<file path="src/rtl/cell_rx_pkg.sv">
package cell_rx_pkg;

    localparam int CELL_BYTES_DEF = 48;
    localparam int ALIGN_BITS_DEF = 4;

    typedef enum logic [2:0] {
        ST_IDLE,
        ST_FETCH,
        ST_CHECK,
        ST_WRITE,
        ST_DROP
    } fill_state_e;

endpackage

</file>
<file path="src/rtl/rbf_ctx_bank.sv">
module rbf_ctx_bank #(
    parameter int NCH    = 4,
    parameter int CH_W   = 2,
    parameter int DESC_W = 4,
    parameter int ADDR_W = 32,
    parameter int LEN_W  = 16
) (
    input  logic              clk,
    input  logic              rst_n,
    input  logic [CH_W-1:0]   rd_ch,
    output logic [DESC_W-1:0] rd_base,
    output logic [DESC_W-1:0] rd_ptr,
    output logic              rd_wrap,
    output logic              rd_open,
    output logic [ADDR_W-1:0] rd_addr,
    output logic [LEN_W-1:0]  rd_cnt,
    output logic [LEN_W-1:0]  rd_fbytes,
    input  logic              wr_en,
    input  logic [CH_W-1:0]   wr_ch,
    input  logic [DESC_W-1:0] wr_base,
    input  logic [DESC_W-1:0] wr_ptr,
    input  logic              wr_wrap,
    input  logic              wr_open,
    input  logic [ADDR_W-1:0] wr_addr,
    input  logic [LEN_W-1:0]  wr_cnt,
    input  logic [LEN_W-1:0]  wr_fbytes
);

    logic [DESC_W-1:0] base_a   [NCH];
    logic [DESC_W-1:0] ptr_a    [NCH];
    logic              wrap_a   [NCH];
    logic              open_a   [NCH];
    logic [ADDR_W-1:0] addr_a   [NCH];
    logic [LEN_W-1:0]  cnt_a    [NCH];
    logic [LEN_W-1:0]  fbytes_a [NCH];

    for (genvar g = 0; g < NCH; g++) begin : g_chan
        logic [DESC_W-1:0] base_q;
        logic [DESC_W-1:0] ptr_q;
        logic              wrap_q;
        logic              open_q;
        logic [ADDR_W-1:0] addr_q;
        logic [LEN_W-1:0]  cnt_q;
        logic [LEN_W-1:0]  fbytes_q;

        always_ff @(posedge clk or negedge rst_n) begin
            if (!rst_n) begin
                base_q   <= '0;
                ptr_q    <= '0;
                wrap_q   <= 1'b0;
                open_q   <= 1'b0;
                addr_q   <= '0;
                cnt_q    <= '0;
                fbytes_q <= '0;
            end else if (wr_en && wr_ch == CH_W'(g)) begin
                base_q   <= wr_base;
                ptr_q    <= wr_ptr;
                wrap_q   <= wr_wrap;
                open_q   <= wr_open;
                addr_q   <= wr_addr;
                cnt_q    <= wr_cnt;
                fbytes_q <= wr_fbytes;
            end
        end

        assign base_a[g]   = base_q;
        assign ptr_a[g]    = ptr_q;
        assign wrap_a[g]   = wrap_q;
        assign open_a[g]   = open_q;
        assign addr_a[g]   = addr_q;
        assign cnt_a[g]    = cnt_q;
        assign fbytes_a[g] = fbytes_q;
    end

    assign rd_base   = base_a[rd_ch];
    assign rd_ptr    = ptr_a[rd_ch];
    assign rd_wrap   = wrap_a[rd_ch];
    assign rd_open   = open_a[rd_ch];
    assign rd_addr   = addr_a[rd_ch];
    assign rd_cnt    = cnt_a[rd_ch];
    assign rd_fbytes = fbytes_a[rd_ch];

endmodule

</file>
<file path="src/rtl/rbf_len_calc.sv">
module rbf_len_calc #(
    parameter int LEN_W      = 16,
    parameter int CNT_W      = 6,
    parameter int CELL_BYTES = 48,
    parameter int ALIGN_BITS = 4
) (
    input  logic [LEN_W-1:0]      frame_len,
    input  logic [LEN_W-1:0]      fill_bytes,
    input  logic [LEN_W-1:0]      buf_len,
    input  logic [ALIGN_BITS-1:0] addr_lo,
    output logic [CNT_W-1:0]      tail_len,
    output logic                  len_bad,
    output logic                  addr_bad
);

    localparam logic [LEN_W-1:0] CELL_L = LEN_W'(CELL_BYTES);

    logic [LEN_W-1:0] remain;

    assign remain = frame_len - fill_bytes;

    always_comb begin
        if (frame_len <= fill_bytes) begin
            tail_len = '0;
        end else if (remain > CELL_L) begin
            tail_len = CNT_W'(CELL_BYTES);
        end else begin
            tail_len = remain[CNT_W-1:0];
        end
    end

    assign len_bad  = (buf_len == '0) || ((buf_len % CELL_L) != '0);
    assign addr_bad = |addr_lo;

endmodule

</file>
<file path="src/rtl/cell_rx_filler.sv">
module cell_rx_filler
    import cell_rx_pkg::*;
#(
    parameter int NCH        = 4,
    parameter int DESC_W     = 4,
    parameter int ADDR_W     = 32,
    parameter int LEN_W      = 16,
    parameter int CELL_BYTES = CELL_BYTES_DEF,
    parameter int ALIGN_BITS = ALIGN_BITS_DEF,
    localparam int CH_W      = $clog2(NCH),
    localparam int CNT_W     = $clog2(CELL_BYTES + 1),
    localparam int DATA_W    = CELL_BYTES * 8
) (
    input  logic              clk,
    input  logic              rst_n,
    input  logic              cell_valid,
    output logic              cell_ready,
    input  logic [CH_W-1:0]   cell_ch,
    input  logic              cell_eof,
    input  logic [LEN_W-1:0]  cell_frame_len,
    input  logic [DATA_W-1:0] cell_data,
    input  logic [LEN_W-1:0]  buf_len,
    input  logic              cfg_we,
    input  logic [CH_W-1:0]   cfg_ch,
    input  logic [DESC_W-1:0] cfg_base,
    output logic              desc_rd_en,
    output logic [DESC_W-1:0] desc_rd_ptr,
    input  logic [ADDR_W-1:0] desc_buf_addr,
    input  logic              desc_empty,
    input  logic              desc_wrap,
    output logic              wr_valid,
    output logic [ADDR_W-1:0] wr_addr,
    output logic [CNT_W-1:0]  wr_len,
    output logic [DATA_W-1:0] wr_data,
    output logic              sts_valid,
    output logic [CH_W-1:0]   sts_ch,
    output logic [DESC_W-1:0] sts_desc,
    output logic [LEN_W-1:0]  sts_len,
    output logic              sts_last,
    output logic              busy,
    output logic              cfg_err
);

    fill_state_e state, state_nx;

    // captured cell
    logic [CH_W-1:0]   cur_ch;
    logic              cur_eof;
    logic [LEN_W-1:0]  cur_flen;
    logic [DATA_W-1:0] cur_data;
    // captured write / status
    logic [ADDR_W-1:0] cur_addr;
    logic [CNT_W-1:0]  cur_len;
    logic              close_q;
    logic [LEN_W-1:0]  sts_len_q;
    logic [DESC_W-1:0] sts_desc_q;
    logic              busy_q;
    logic              cfgerr_q;

    // context bank
    logic [CH_W-1:0]   rd_ch;
    logic [DESC_W-1:0] rd_base, rd_ptr;
    logic              rd_wrap, rd_open;
    logic [ADDR_W-1:0] rd_addr;
    logic [LEN_W-1:0]  rd_cnt, rd_fbytes;
    logic              ctx_we;
    logic [CH_W-1:0]   ctx_ch;
    logic [DESC_W-1:0] ctx_base, ctx_ptr;
    logic              ctx_wrap, ctx_open;
    logic [ADDR_W-1:0] ctx_addr;
    logic [LEN_W-1:0]  ctx_cnt, ctx_fbytes;

    // length unit
    logic [CNT_W-1:0]  tail_len;
    logic              len_bad, addr_bad;

    // fill datapath
    logic              accept;
    logic              in_idle;
    logic              eof_sel;
    logic [CNT_W-1:0]  fill_len;
    logic [ADDR_W-1:0] start_addr;
    logic [LEN_W-1:0]  start_cnt;
    logic              wrap_sel;
    logic [LEN_W-1:0]  new_cnt;
    logic              close_now;
    logic              go_write;
    logic              cfg_take;

    assign in_idle  = (state == ST_IDLE);
    assign accept   = cell_valid && cell_ready;
    assign cfg_take = in_idle && cfg_we;
    assign rd_ch    = in_idle ? cell_ch : cur_ch;

    rbf_ctx_bank #(
        .NCH(NCH), .CH_W(CH_W), .DESC_W(DESC_W), .ADDR_W(ADDR_W), .LEN_W(LEN_W)
    ) ctx_i (
        .clk(clk), .rst_n(rst_n),
        .rd_ch(rd_ch), .rd_base(rd_base), .rd_ptr(rd_ptr), .rd_wrap(rd_wrap),
        .rd_open(rd_open), .rd_addr(rd_addr), .rd_cnt(rd_cnt), .rd_fbytes(rd_fbytes),
        .wr_en(ctx_we), .wr_ch(ctx_ch), .wr_base(ctx_base), .wr_ptr(ctx_ptr),
        .wr_wrap(ctx_wrap), .wr_open(ctx_open), .wr_addr(ctx_addr), .wr_cnt(ctx_cnt),
        .wr_fbytes(ctx_fbytes)
    );

    rbf_len_calc #(
        .LEN_W(LEN_W), .CNT_W(CNT_W), .CELL_BYTES(CELL_BYTES), .ALIGN_BITS(ALIGN_BITS)
    ) len_i (
        .frame_len(in_idle ? cell_frame_len : cur_flen),
        .fill_bytes(rd_fbytes),
        .buf_len(buf_len),
        .addr_lo(desc_buf_addr[ALIGN_BITS-1:0]),
        .tail_len(tail_len),
        .len_bad(len_bad),
        .addr_bad(addr_bad)
    );

    // where the cell lands and whether the buffer closes
    assign eof_sel    = in_idle ? cell_eof : cur_eof;
    assign fill_len   = eof_sel ? tail_len : CNT_W'(CELL_BYTES);
    assign start_addr = in_idle ? rd_addr : desc_buf_addr;
    assign start_cnt  = in_idle ? rd_cnt : '0;
    assign wrap_sel   = in_idle ? rd_wrap : desc_wrap;
    assign new_cnt    = start_cnt + LEN_W'(fill_len);
    assign close_now  = eof_sel || (new_cnt >= buf_len);
    assign go_write   = (in_idle && accept && !len_bad && rd_open)
                      || (state == ST_CHECK && desc_empty && !addr_bad);

    // context write-back: configuration or fill update
    always_comb begin
        ctx_we = cfg_take || go_write;
        if (cfg_take) begin
            ctx_ch     = cfg_ch;
            ctx_base   = cfg_base;
            ctx_ptr    = cfg_base;
            ctx_wrap   = 1'b0;
            ctx_open   = 1'b0;
            ctx_addr   = '0;
            ctx_cnt    = '0;
            ctx_fbytes = '0;
        end else begin
            ctx_ch     = rd_ch;
            ctx_base   = rd_base;
            ctx_ptr    = close_now ? (wrap_sel ? rd_base : rd_ptr + 1'b1) : rd_ptr;
            ctx_wrap   = wrap_sel;
            ctx_open   = !close_now;
            ctx_addr   = start_addr + ADDR_W'(fill_len);
            ctx_cnt    = close_now ? '0 : new_cnt;
            ctx_fbytes = eof_sel ? '0 : rd_fbytes + LEN_W'(fill_len);
        end
    end

    // state register
    always_ff @(posedge clk or negedge rst_n) begin
        if (!rst_n) state <= ST_IDLE;
        else        state <= state_nx;
    end

    // next state
    always_comb begin
        state_nx = state;
        unique case (state)
            ST_IDLE: begin
                if (accept) begin
                    if (len_bad)      state_nx = ST_DROP;
                    else if (rd_open) state_nx = ST_WRITE;
                    else              state_nx = ST_FETCH;
                end
            end
            ST_FETCH: state_nx = ST_CHECK;
            ST_CHECK: state_nx = go_write ? ST_WRITE : ST_DROP;
            ST_WRITE: state_nx = ST_IDLE;
            ST_DROP:  state_nx = ST_IDLE;
            default:  state_nx = ST_IDLE;
        endcase
    end

    // captured cell, write and status fields
    always_ff @(posedge clk or negedge rst_n) begin
        if (!rst_n) begin
            cur_ch     <= '0;
            cur_eof    <= 1'b0;
            cur_flen   <= '0;
            cur_data   <= '0;
            cur_addr   <= '0;
            cur_len    <= '0;
            close_q    <= 1'b0;
            sts_len_q  <= '0;
            sts_desc_q <= '0;
            busy_q     <= 1'b0;
            cfgerr_q   <= 1'b0;
        end else begin
            if (in_idle && accept) begin
                cur_ch   <= cell_ch;
                cur_eof  <= cell_eof;
                cur_flen <= cell_frame_len;
                cur_data <= cell_data;
                busy_q   <= 1'b0;
                cfgerr_q <= len_bad;
            end
            if (state == ST_CHECK) begin
                busy_q   <= !desc_empty;
                cfgerr_q <= desc_empty && addr_bad;
            end
            if (go_write) begin
                cur_addr   <= start_addr;
                cur_len    <= fill_len;
                close_q    <= close_now;
                sts_len_q  <= new_cnt;
                sts_desc_q <= rd_ptr;
            end
        end
    end

    // outputs
    always_comb begin
        cell_ready = 1'b0;
        desc_rd_en = 1'b0;
        wr_valid   = 1'b0;
        sts_valid  = 1'b0;
        busy       = 1'b0;
        cfg_err    = 1'b0;
        unique case (state)
            ST_IDLE:  cell_ready = !cfg_we;
            ST_FETCH: desc_rd_en = 1'b1;
            ST_CHECK: ;
            ST_WRITE: begin
                wr_valid  = (cur_len != '0);
                sts_valid = close_q;
            end
            ST_DROP: begin
                busy    = busy_q;
                cfg_err = cfgerr_q;
            end
            default: ;
        endcase
    end

    assign desc_rd_ptr = rd_ptr;
    assign wr_addr     = cur_addr;
    assign wr_len      = cur_len;
    assign wr_data     = cur_data;
    assign sts_ch      = cur_ch;
    assign sts_desc    = sts_desc_q;
    assign sts_len     = sts_len_q;
    assign sts_last    = cur_eof;


    full_desc_busy_chk: assert property (@(posedge clk) disable iff (!rst_n)
        (state == ST_CHECK && !desc_empty) |=> (busy && !wr_valid && !sts_valid));


    misalign_drop_chk: assert property (@(posedge clk) disable iff (!rst_n)
        (state == ST_CHECK && desc_empty && (|desc_buf_addr[ALIGN_BITS-1:0]))
            |=> (cfg_err && !wr_valid));


    exact_close_chk: assert property (@(posedge clk) disable iff (!rst_n)
        (sts_valid && !sts_last) |-> (sts_len == buf_len));


    single_flight_chk: assert property (@(posedge clk) disable iff (!rst_n)
        (cell_valid && cell_ready) |=> !cell_ready);


    tail_bound_chk: assert property (@(posedge clk) disable iff (!rst_n)
        wr_valid |-> (wr_len != '0 && wr_len <= CNT_W'(CELL_BYTES)));


    one_event_chk: assert property (@(posedge clk) disable iff (!rst_n)
        $onehot0({sts_valid, busy, cfg_err}));

endmodule

</file>
<file path="config.mk">
export PLATFORM = sky130hd
export DESIGN_NAME = cell_rx_filler
export DESIGN_NICKNAME = d
export VERILOG_FILES = /design/src/rtl/cell_rx_pkg.sv /design/src/rtl/rbf_ctx_bank.sv /design/src/rtl/rbf_len_calc.sv /design/src/rtl/cell_rx_filler.sv
export SDC_FILE = /design/constraint.sdc
export NUM_CORES = 2
export LEC_CHECK = 0
export BUFFER_PORTS_ARGS = -buffer_cell sky130_fd_sc_hd__buf_2
export CAP_MARGIN = 20
export CORE_AREA = 2 2 362 364
export DETAILED_ROUTE_END_ITERATION = 12
export DIE_AREA = 0 0 364 366
export PLACE_DENSITY = 0.55
export SLEW_MARGIN = 10
export SYNTH_ARGS = -nofsm -noshare
export SYNTH_HDL_FRONTEND = slang
export SYNTH_HIERARCHICAL = 1
export SYNTH_SLANG_ARGS = --single-unit
</file>
<file path="constraint.sdc">
create_clock -name clk -period 10.3 [get_ports clk]
set_input_delay 0.515 -clock clk [delete_from_list [all_inputs] [get_ports clk]]
set_output_delay 0.515 -clock clk [all_outputs]
set_load 0.02 [all_outputs]
</file>
==> metrics.cfg <==
[clock_network]
htree_num_levels=3
cts.path.max_buffers=3
clk_pin_slew_ns=0.06
number_of_cts_inserted_buffers=89
tritoncts=built
cts_root_buffer=clkbuf_16
clock_sink_count=763
clk_latency_ns=0.71

[sta]
number_of_pins_exceeding_their_max_slew_limit_in_the_final_report=0
rsz0062_at_grt=false
layout_worst_path_cycle_share_pct=89.9
fmax_mhz=108
worst_slew_pin_slew_ns=1.16
fin_crit_ns=9.26
slew-limit-headroom_pct=23.0
hold_viol_final=0
setup-violations-final=0
finalClockSkew_ns=0.0325
hold_ws_ns=0.0466
finalSetupTns_ns=0

[drt]
vias_per_cell=4.88
drt_wl_total_um=173000
met3_length_um=18500
num_vias=31900
met2RoutedLength_um=73200
route.layer.met1.wl_um=74900
highest-signal-layer=met5
drt_pass1_iterations=6
drt_iter0_drc=3113
drt_drc_violations_left=0
routed_antenna_nets=0
wl_per_cell_um=26.5

[die]
pin_count=918
die-area_um2=133000
die_height_um=366
die_width_um=364
coreArea_um2=129000
fp-row-count=132
initial_core_util_pct=28.1

[worst_setup_path]
critical-path-slowest-cell=or3_2
crit_path_start_kind=flip-flop
critical_path_required_ns=10.88
critical_path_arrival_ns=9.84
critical_path.endpoint_type=flip-flop
worstPathMaxFanout=19
critical_path.max_stage_delay_ns=0.78
criticalPathCategory=reg -> reg

[logic_synthesis]
synth_async_sr_flop_share_pct=100
postSynthRegisterBits=763
syn-num-nets=4094
ys_types=107
number_of_enable_type_register_cells_in_the_synthesized_netlist=0
synth.yosys.seq_area_share_pct=52.6
synthesis.area_per_instance_um2=10.1
netlist_area_um2=36300
ys.flop_type=dfrtp_1
synthesis.yosys.warnings=6
synthesis.instances=3582

[pwr]
ir_drop_mv=0.131
power-per-cell-area_nw_per_um2=208
p_leak_nw=24.9

[global_route]
total_global_routing_overflow=0
global_route_wire_length_before_repair_um=240000
antenna_found_initial=61
number_of_global_route_vias_before_repair=31300
grt.total_usage_pct=25.3
grt_start_max_net_pins=189

[cells_and_area]
num-nets-final=5219
syn_to_final_growth_pct=33.0
layout-drive-gt1-share_pct=29.8
fillerInstances=13000

[outcome]
status=complete, no violations

[placed_design]
globalplace.congestion=1.01
io_buffer_count=917
dp_hpwl_um=133000

[flow_run]
max-cap-violations=0

[min_path]
hold_path.class=in -> reg

-- logic make-up (layout without fill, tap and decap cells) --
| family | Yosys count | count (layout) | share of synthesized area, % |
|---|---|---|---|
| and+or+nand+nor | 1737 | 1737 | 19.8 |
| DFF | 763 | 763 | 52.6 |
| muxes | 413 | 413 | 15.0 |
| AOI/OAI and AO/OA | 305 | 305 | 6.01 |
| buffers and inverters | 266 | 1457 | 3.66 |
| adders and majority gates | 50 | 50 | 1.74 |
| xor gates and xnor gates | 48 | 48 | 1.16 |
| other | 0 | 25 | 0 |
-- Yosys cell counts (all sizes together), types with 7 or more instances --
cell       n  area [um^2]
a211oi    17          143
a21o       9         68.8
a21oi     90          477
a31oi     24          150
and2      18          113
and3      20          125
buf      118          769
clkbuf    78          294
dfrtp    763        19100
ha        48          601
inv       70          263
mux2     306         3450
mux2i     33          334
mux4      74         1670
nand2   1385         5200
nand2b    12         75.1
nand3     36          185
nand3b     7         52.6
nand4     19          119
nor2     136          531
nor2b     10         62.6
nor3      41          220
nor4      13          103
o211ai    11         92.6
o21a      10         76.3
o21ai     56          292
o31ai     15          123
or3       10         62.6
xnor2     28          245
xor2      20          175
-- layout make-up --
cell class | count | area, um^2 | share of cell area (%)
diodes | 25 | 62.6 | 0.130
clock buffers | 136 | 2670 | 5.53
clock inverters | 21 | 293 | 0.607
inverters | 70 | 263 | 0.545
multi-input cells | 2553 | 15900 | 33.0
flip-flops and latches | 763 | 19100 | 39.6
well taps | 1742 | 2180 | 4.52
repair buffers | 1230 | 7760 | 16.1
-- worst paths after layout --
path	from	cells past startpoint	slack [ns]	endpoint
max in group asynchronous	rst_n	4	7.66	wr_data[308]$_DFFE_PN0P_
hold / removal	cell_frame_len[7]	3	0.05	cur_flen[7]$_DFFE_PN0P_
setup / recovery	state[2]$_DFFE_PN0P_	36	1.04	ctx_i/g_chan[1].ptr_q[0]$_DFFE_PN0P_
hold reg to reg	wr_data[178]$_DFFE_PN0P_	2	0.47	wr_data[178]$_DFFE_PN0P_
setup reg to reg	state[2]$_DFFE_PN0P_	36	1.04	ctx_i/g_chan[1].ptr_q[0]$_DFFE_PN0P_
min in group asynchronous	rst_n	2	0.48	ctx_i/g_chan[2].addr_q[24]$_DFFE_PN0P_
-- through the flow --
step | util, % | cells | setup slack, ns | area, um^2 | total power, mW
3_3_place_gp | 32.9 | 6085 | 1.23 | 42500 | 6.68
5_1_grt | 37.4 | 6526 | 0.237 | 48200 | 10.5
2_1_floorplan | - | 3582 | 1.42 | 36300 | 5.51
4_1_cts | 37.3 | 6514 | 1.09 | 48100 | 10.1
3_5_place_dp | 32.9 | 6085 | 1.13 | 42500 | 6.72
6_report | 37.4 | 6540 | 1.04 | 48200 | 10.0
-- cells in the final DEF, fill, tap and decap left out, types with 28 or more instances in the layout --
cell type / instances
nand2_1: 1380
buf_2: 916
dfrtp_1: 763
dlygate4sd3_1: 272
mux2_2: 185
nor2_1: 132
mux2_1: 120
clkbuf_16: 90
a21oi_1: 85
mux4_2: 74
inv_1: 70
ha_1: 48
o21ai_0: 47
nor3_1: 38
nand3_1: 34
mux2i_1: 32
buf_4: 31
xnor2_1: 28
-- flip-flops by register name, indices dropped and copies added (netlist names) --
| signal | count |
|---|---|
| wr_data | 384 |
| cfgerr_q | 1 |
| busy_q | 1 |
| ctx_i/g_chan.ptr_q | 16 |
| ctx_i/g_chan.open_q | 4 |
| ctx_i/g_chan.wrap_q | 4 |
| ctx_i/g_chan.base_q | 16 |
| sts_ch | 2 |
| wr_len | 6 |
| sts_desc | 4 |
| ctx_i/g_chan.fbytes_q | 64 |
| sts_len | 16 |
| wr_addr | 32 |
| close_q | 1 |
| state | 3 |
| cur_flen | 16 |
| ctx_i/g_chan.addr_q | 128 |
| sts_last | 1 |
| ctx_i/g_chan.cnt_q | 64 |
-- routing by layer --
metal | global-route usage (%) | up-vias
met5 | 0 | -
met4 | 8.71 | 30
met3 | 9.77 | 251
met2 | 36.7 | 1215
met1 | 34.1 | 16200
li1 | - | 14300
-- report_power, final --
| group | switching [mW] | internal [mW] |
|---|---|---|
| registers | 0.353 | 3.56 |
| clock network | 1.38 | 1.87 |
| logic | 1.83 | 1.04 |
| total | 3.56 | 6.47 |
-- timing repair --
item,in CTS,in global routing
hold buffers,272,0
resized for setup,0,0
hold endpoints to repair,381,0
setup buffers,0,0
endpoints found under the setup margin,0,0
-- worst max-delay path, delay by kind of cell (launching register included) --
family | cells | cell delay, ns
AO/OA/AOI/OAI | 14 | 3.37
flip-flops | 1 | 0.55
adder cells (fa/ha/maj) | 4 | 1.10
multiplexers | 3 | 0.96
AND/OR/NAND/NOR | 8 | 2.05
buffers and inverters | 5 | 0.72
XOR/XNOR | 2 | 0.36
Note: power is estimated with default switching activity, not from simulation.
